[src/rtl/ctl_frame_seq.sv]
module ctl_frame_seq #(
  parameter int IDLE_MIN = 14
) (
  input  logic       clk,
  input  logic       rst,
  input  logic       req_valid,
  input  logic       req_write,
  input  logic [2:0] req_id,
  input  logic [6:0] req_addr,
  input  logic [7:0] req_wdata,
  input  logic       frame_stb,
  input  logic       cds_in,
  output logic       cdm_out,
  output logic       busy,
  output logic       done,
  output logic       error,
  output logic [7:0] rdata
);

  localparam int CW = $clog2(IDLE_MIN + 1);
  localparam logic [CW-1:0] CMAX = CW'(IDLE_MIN);
  localparam logic [4:0] P_ACK = 5'd18;
  localparam logic [4:0] P_DAT = 5'd19;
  localparam logic [4:0] P_END = 5'd31;

  function automatic logic [3:0] crc4(input logic [9:0] d);
    logic [3:0] c;
    logic fb;
    c = 4'h0;
    for (int i = 9; i >= 0; i--) begin
      fb = c[3] ^ d[i];
      c  = {c[2:0], 1'b0} ^ {2'b00, fb, fb};
    end
    return c;
  endfunction

  logic          infr, wr;
  logic [4:0]    pos;
  logic [CW-1:0] cnt;
  logic [31:0]   tx;
  logic [11:0]   rx;

  wire [CW-1:0] cnt_n = (cnt == CMAX) ? cnt : cnt + 1'b1;
  wire          rx_bad = (~crc4({2'b00, rx[11:4]})) != rx[3:0];

  assign cdm_out = infr & tx[31];

  always_ff @(posedge clk) begin
    if (rst) begin
      busy <= 1'b0; infr <= 1'b0; done <= 1'b0; error <= 1'b0; wr <= 1'b0;
      cnt <= '0; pos <= '0; tx <= '0; rx <= '0; rdata <= '0;
    end else begin
      done <= 1'b0;
      if (!busy && req_valid) begin
        busy  <= 1'b1;
        error <= 1'b0;
        wr    <= req_write;
        tx    <= {2'b11, req_id, req_addr, ~crc4({req_id, req_addr}),
                  req_write ? 3'b011 : 3'b101,
                  req_write ? req_wdata : 8'h00,
                  req_write ? ~crc4({2'b00, req_wdata}) : 4'h0, 1'b0};
      end
      if (frame_stb) begin
        if (!infr) begin
          cnt <= cnt_n;
          if (busy && cnt_n == CMAX) begin
            infr <= 1'b1;
            pos  <= '0;
          end
        end else begin
          tx  <= {tx[30:0], 1'b0};
          pos <= pos + 1'b1;
          if (pos >= P_DAT && pos < P_END) rx <= {rx[10:0], cds_in};
          if (pos == P_ACK && !cds_in) error <= 1'b1;
          if (pos == P_END) begin
            infr <= 1'b0;
            busy <= 1'b0;
            done <= 1'b1;
            cnt  <= '0;
            if (!wr) begin
              rdata <= rx[11:4];
              if (rx_bad) error <= 1'b1;
            end
          end
        end
      end
    end
  end

  a_r1_cdm_moves_on_strobe: assert property (@(posedge clk) disable iff (rst)
    (!$past(frame_stb) && !$past(rst)) |-> $stable(cdm_out));

  a_r2_preamble_met: assert property (@(posedge clk) disable iff (rst)
    $rose(infr) |-> ($past(cnt) >= CMAX - 1'b1));

  a_r3_start_bit_high: assert property (@(posedge clk) disable iff (rst)
    $rose(infr) |-> cdm_out);

  a_r7_done_single: assert property (@(posedge clk) disable iff (rst)
    done |=> !done);

  a_r7_done_idle: assert property (@(posedge clk) disable iff (rst)
    done |-> (!busy && !cdm_out));

  a_r8_idle_quiet: assert property (@(posedge clk) disable iff (rst)
    !busy |-> !cdm_out);

  a_r10_rdata_hold: assert property (@(posedge clk) disable iff (rst)
    (busy && !$past(rst) && $past(busy)) |-> $stable(rdata));

endmodule

[config.mk]
export PLATFORM = sky130hd
export DESIGN_NAME = ctl_frame_seq
export DESIGN_NICKNAME = d
export VERILOG_FILES = /design/src/rtl/ctl_frame_seq.sv
export SDC_FILE = /design/constraint.sdc
export NUM_CORES = 1
export LEC_CHECK = 0
export BUFFER_PORTS_ARGS = -buffer_cell sky130_fd_sc_hd__buf_2
export CAP_MARGIN = 20
export CORE_MARGIN = 8
export CORE_UTILIZATION = 50
export CTS_BUF_LIST = sky130_fd_sc_hd__clkbuf_16
export DETAILED_ROUTE_END_ITERATION = 16
export PLACE_DENSITY = 0.66
export SYNTH_ARGS = -nofsm -noshare
export SYNTH_HDL_FRONTEND = slang
export SYNTH_SLANG_ARGS = --single-unit
[constraint.sdc]
create_clock -name clk -period 4.4 [get_ports clk]
set_input_delay 0.44 -clock clk [delete_from_list [all_inputs] [get_ports clk]]
set_output_delay 0.44 -clock clk [all_outputs]
set_load 0.005 [all_outputs]
==> flow_summary.ini, run 1 <==
[layout]
antenna_cells = 0
nNetsFinal = 434
finalNonFillerCells = 487
fill_cells = 560
drive_above_1_share_pct = 15.9
seqCellArea_mm2 = 0.00132
syn_to_final_growth_pct = 15.9
final_cell_area_mm2 = 0.00377
multi_input_area_mm2 = 0.00181

[timing]
hold_ws_ns = 0.393
setup_tns_ns = 0
period_needed_ns = 2.21
max_freq_mhz = 452
tightest_slew_ns = 0.687
post-route-period-util_pct = 50.3
skew_ns = 0.00400
finalMaxSlewViolations = 0
rsz0062_at_grt = false
max-slew-margin-rel_pct = 54.2
setup_viol = 0
finalHoldViolCount = 0

[placed_design]
dpl-instance-area_mm2 = 0.00345
dpl.cell_count = 469
dpl.hpwl_um = 4400
numPortBuffers = 35
place_congestion = 0.795

[die]
die_area_mm2 = 0.00936
rows = 29
ioPinCount = 36
chipHeight_um = 96.7
die_w_um = 96.7
core-area_mm2 = 0.00631
start_util_pct = 51.6

[synth]
ys.flop_type = dfxtp_1
yosys_warnings = 0
syn_nets = 409
ys_types = 47
synth_cells = 380
synth_edf_count = 0
async_reset_ff_share_pct = 0
syn-cell-area_mm2 = 0.00326
synth-seq-cells = 66
syn_area_per_cell_um2 = 8.57
seq_area_frac_synth_pct = 40.6

[grt]
grt_pass1_wl_um = 11600
overflow = 0
grt_pass1_vias = 2518
grt_max_degree = 67
grt.total_usage_pct = 14.5
antenna_found_initial = 0

[drt]
ant_nets = 0
drtIter0Drc = 119
via_count = 2686
via_per_inst = 5.52
first_pass_iters = 4
drt-total-wl_um = 6830
drc_errors = 0
detail_route.wl_per_cell_um = 14.0

[clock_network]
clk_latency_ns = 0.32
cts_root_buffer = clkbuf_16
postCtsHoldBufs = 0
cts_buffers = 9
cts_tree = built
htreeDepth = 3
clk_path_buf_depth = 2
ctsResizeCount = 0
clk_pin_slew_ns = 0.06
cts_setup_buffers = 0
clock_sink_count = 66

[critical_path]
critPathRequiredTime_ns = 4.59
path_max_fanout = 12
crit_chain = and2_1, nand2_1, nor3_2, buf_6, mux2i_1, nor2_1
max_stage_delay_ns = 0.51
worstSetupStartpointType = flip-flop
crit_slowest_cell = dfxtp_1
cp.arrival_ns = 2.40
crit_type = flip-flop to flip-flop
setup.worst_path.end_class = flip-flop

[power]
p_leak_nw = 1.47
powerDensity_mw_per_mm2 = 389
ir_drop_v = 0.000272

[run_status]
status = complete, no violations

[hold_path]
hold_path_class = input port to flip-flop

[job]
drv_cap = 0
==> critical path: cells and delay by family (launching register included) <==
family	cells	cell delay, ns
AND/OR/NAND/NOR	4	1.13
flip-flops	1	0.51
buffers and inverters	1	0.23
multiplexers	1	0.20
==> through the flow <==
stage / total power, W / setup WS [ns] / utilization (%)
floorplan: 0.000747 / 2.67 / -
CTS: 0.00148 / 1.85 / 59.3
detailed placement: 0.000786 / 1.80 / 54.6
finish: 0.00147 / 2.19 / 59.8
global placement: 0.000783 / 1.85 / 54.6
global route: 0.00153 / 1.99 / 59.8
==> layout make-up <==
cell class | count | share of cell area [%]
multi-input combinational | 283 | 48.0
sequential | 66 | 35.0
timing repair buffer | 41 | 6.26
clock buffer | 9 | 5.97
tap | 77 | 2.55
clock inverter | 7 | 1.86
inverter | 4 | 0.398
==> where the power goes <==
| part | switching, W | internal [W] |
|---|---|---|
| sequential | 0.0000141 | 0.000619 |
| combinational | 0.0000731 | 0.0000674 |
| clock | 0.000259 | 0.000437 |
==> cells in the final DEF, fill, tap and decap left out, types with 2 or more instances in the layout <==
master	synthesis	final
dfxtp_1	66	66
nor2_1	65	65
nand2_1	54	53
buf_2	4	35
a311oi_1	22	22
xnor2_1	22	22
mux2i_1	22	22
nand3_1	17	17
a21oi_1	11	11
xor2_1	9	9
clkbuf_16	0	9
ha_1	5	5
nor3_1	4	4
a31oi_1	4	4
o21ai_1	4	4
buf_4	2	4
inv_1	3	3
xnor3_1	3	3
o22ai_1	3	3
o21ai_0	3	3
o211ai_1	3	3
clkinv_2	0	3
and2_1	2	2
xnor2_2	2	2
a211o_1	2	2
a211oi_1	2	2
nor4b_1	2	2
nor3b_1	2	2
and3b_1	2	2
nand3b_1	2	2
clkinv_4	0	2
==> path summary, 6_finish.rpt <==
path          start      to  slack [ns]  depth (start not counted)
max reg2reg    infr   rx[5]        2.19                          6
min reg2reg  tx[17]  tx[18]        0.46                          2
max            infr   rx[5]        2.19                          6
min          cds_in   rx[0]        0.39                          3
==> metal layers <==
metal / part of all wire [%] / global-route usage (%) / vias to the layer above
li1: - / - / 1366
met1: 50 / 18.4 / 1264
met2: 45 / 22.0 / 47
met3: 4.1 / 4.69 / 9
met4: 1.2 / 6.04 / 0
met5: 0 / 0 / -
==> cells in the mapped netlist (2+ instances only) <==
library cell / instances / area (µm²)
buf_2: 4 / 20.0
nor3_1: 4 / 20.0
and2_1: 2 / 12.5
mux2i_1: 22 / 220
o21ai_0: 3 / 15.0
a211o_1: 2 / 17.5
o21ai_1: 4 / 20.0
o22ai_1: 3 / 18.8
nand3_1: 17 / 85.1
a311oi_1: 22 / 193
a21oi_1: 11 / 55.1
nand3b_1: 2 / 15.0
xnor2_1: 22 / 193
xnor3_1: 3 / 67.6
a211oi_1: 2 / 15.0
o211ai_1: 3 / 22.5
xnor2_2: 2 / 32.5
xor2_1: 9 / 78.8
clkbuf_1: 20 / 75.1
nor4b_1: 2 / 17.5
and3b_1: 2 / 17.5
nor3b_1: 2 / 15.0
nand2_1: 54 / 203
a31oi_1: 4 / 25.0
dfxtp_1: 66 / 1320
ha_1: 5 / 62.6
inv_1: 3 / 11.3
buf_4: 2 / 15.0
nor2_1: 65 / 244
==> sequential cells by signal (all words and copies together), names as in the netlist <==
signal  flops
wr          1
pos         5
cnt         4
error       1
busy        1
done        1
infr        1
tx         32
rdata       8
rx         12
==> cells by family (layout without fill, tap and decap cells) <==
logic type      Yosys count  in the layout  share of synthesized area (%)
mux                      22             22                           6.76
compound gates           61             61                           13.6
simple gates            158            158                           21.0
fa+ha+maj                 5              5                           1.92
flops                    66             66                           40.6
buf+inv                  31             61                           3.96
xor+xnor                 37             37                           12.3
Power figures use the tool's default switching activity.
==> run 2, diff against run 1 <==
--- a/config.mk
+++ b/config.mk
@@ -11,7 +11,7 @@
 export CORE_UTILIZATION = 50
 export CTS_BUF_LIST = sky130_fd_sc_hd__clkbuf_16
 export DETAILED_ROUTE_END_ITERATION = 16
-export PLACE_DENSITY = 0.66
+export PLACE_DENSITY = 0.68
 export SYNTH_ARGS = -nofsm -noshare
 export SYNTH_HDL_FRONTEND = slang
 export SYNTH_SLANG_ARGS = --single-unit
==> constraint.sdc (replaced) <==
create_clock -name clk -period 1.9 [get_ports clk]
set_input_delay 0.19 -clock clk [delete_from_list [all_inputs] [get_ports clk]]
set_output_delay 0.19 -clock clk [all_outputs]
set_load 0.005 [all_outputs]
==> flow_summary.ini, run 2 (same netlist as run 1, synthesis figures left out) <==
[clock_network]
htreeDepth = 3
cts_setup_buffers = 0
postCtsHoldBufs = 0
clk_pin_slew_ns = 0.05
clk_path_buf_depth = 2
cts_tree = built
clock_sink_count = 66
cts_root_buffer = clkbuf_16
clk_latency_ns = 0.32
cts_buffers = 9

[power]
p_comb_share_pct = 10.3
p_total_w = 0.00338
clkPwrFrac_pct = 46.5
powerDensity_mw_per_mm2 = 869
internal_power_w = 0.00260
ir_drop_v = 0.000611
swShare_pct = 23.0
p_leak_nw = 1.53
power_frac_seq_pct = 43.2
p_switching_w = 0.000776

[grt]
antenna_found_initial = 0
grt_pass1_vias = 2614
overflow = 0
grt.total_usage_pct = 14.8
grt_max_degree = 39
grt_pass1_wl_um = 11900

[critical_path]
reg2reg_to = error
setup.worst_path.end_class = flip-flop
crit_type = flip-flop to flip-flop
critPathRequiredTime_ns = 2.15
r2r-start = pos[0]
regToRegSetupSlack_ns = 0.1
cp.arrival_ns = 2.05
path_max_fanout = 4
reg2regPathDepth = 8
worstSetupStartpointType = flip-flop

[timing]
max-slew-margin-rel_pct = 50.4
setup_tns_ns = 0
period_needed_ns = 1.80
post-route-period-util_pct = 94.8
skew_ns = 0.00458
tightest_slew_ns = 0.742
setup_viol = 0
finalMaxSlewViolations = 0
hold_ws_ns = 0.142
max_freq_mhz = 555
finalHoldViolCount = 0

[die]
ioPinCount = 36
die_area_mm2 = 0.00936
start_util_pct = 51.6
chipHeight_um = 96.7
core-area_mm2 = 0.00631
rows = 29
die_w_um = 96.7

[drt]
ant_nets = 0
drtIter0Drc = 137
drt-total-wl_um = 6800
drc_errors = 0
first_pass_iters = 6
detail_route.wl_per_cell_um = 13.6
via_count = 2726
via_per_inst = 5.47

[layout]
largest_register_ffs = 32
fill_cells = 561
syn_to_final_growth_pct = 19.4
top_register = tx
layout_common_cells = nor2_1 (65), dfxtp_1 (64), nand2_1 (53)
final_cell_area_mm2 = 0.00389
nNetsFinal = 445
antenna_cells = 0
final_common_cell = nor2_1
reg_top3 = tx x32, rx x12, rdata x8
drive_above_1_share_pct = 18.8

[hold_path]
hold_end = rx[0]
hold_path_class = input port to flip-flop
holdPathStages = 3
hp-start = cds_in

[placed_design]
dpl-instance-area_mm2 = 0.00358
dpl.hpwl_um = 4630
numPortBuffers = 35
place_congestion = 0.829

[run_status]
status = complete, no violations

[job]
drv_cap = 0
## run 2: cell count changes in the layout (fill, tap and decap cells not counted), moves of 2 or more
cell,before,now
ha_1,5,3
buf_4,4,14
dfxtp_1,66,64
ha_2,0,2
clkinv_1,0,2
dfxtp_2,0,2
clkinv_4,2,0
buf_12,1,3
## run 2: cell type report
class,instances,area (µm²),area share (%)
inverters,4,15.0,0.386
multi-input cells,283,1830,47.0
clock inverters,7,60.1,1.54
flip-flops and latches,66,1320,34.0
repair buffers,52,340,8.75
well taps,77,96.3,2.48
clock buffers,9,225,5.79
## run 2: power by group through the flow
stage	Combinational [W]	Clock, W	Sequential (W)
6_report	0.000349	0.00157	0.00146
5_1_grt	0.000382	0.00167	0.00146
2_1_floorplan	0.000247	0	0.00148
3_3_place_gp	0.000345	0	0.00149
3_5_place_dp	0.000346	0	0.00149
4_1_cts	0.000351	0.00161	0.00146
## run 2: worst max-delay path, stage by stage (launching register included)
cell,delay (ns)
dfxtp_2,0.34
ha_1,0.17
buf_4,0.12
and3_4,0.18
ha_2,0.20
nand2_1,0.10
or3_1,0.32
a21o_1,0.19
a31oi_1,0.12
## run 2: worst max-delay path by stage
stage	startpoint	endpoint	slack, ns	cells after the start
after global routing	pos[1]	error	-0.009	8
after floorplan	cnt[0]	pos[1]	0.17	7
after detailed placement	pos[0]	rx[1]	-0.1	5
final	pos[0]	error	0.1	8
after global placement	pos[0]	rx[3]	-0.03	5
after CTS	pos[0]	error	0.06	8
## run 2: per-stage QoR
stage                     utilization (%)  instances  setup WS [ns]
after CTS                            61.4        498         0.0581
after floorplan                         -        380          0.167
after detailed placement             56.8        482        -0.0971
final                                61.6        498         0.0981
after global placement               56.8        482        -0.0307
after global routing                 61.6        498       -0.00948
## run 2: routing by layer
metal / wire, µm / GRT usage [%] / part of all wire, %
met5: 0 / 0 / 0
met4: 138 / 8.40 / 2.0
met3: 289 / 3.70 / 4.3
met2: 3080 / 22.8 / 45
met1: 3290 / 18.4 / 48
## run 2: what timing repair did
| action | 4_1_cts | 5_1_grt |
|---|---|---|
| endpoints found under the setup margin | 12 | 15 |
| resized for setup | 1 | 7 |
| pin swaps | 1 | 2 |
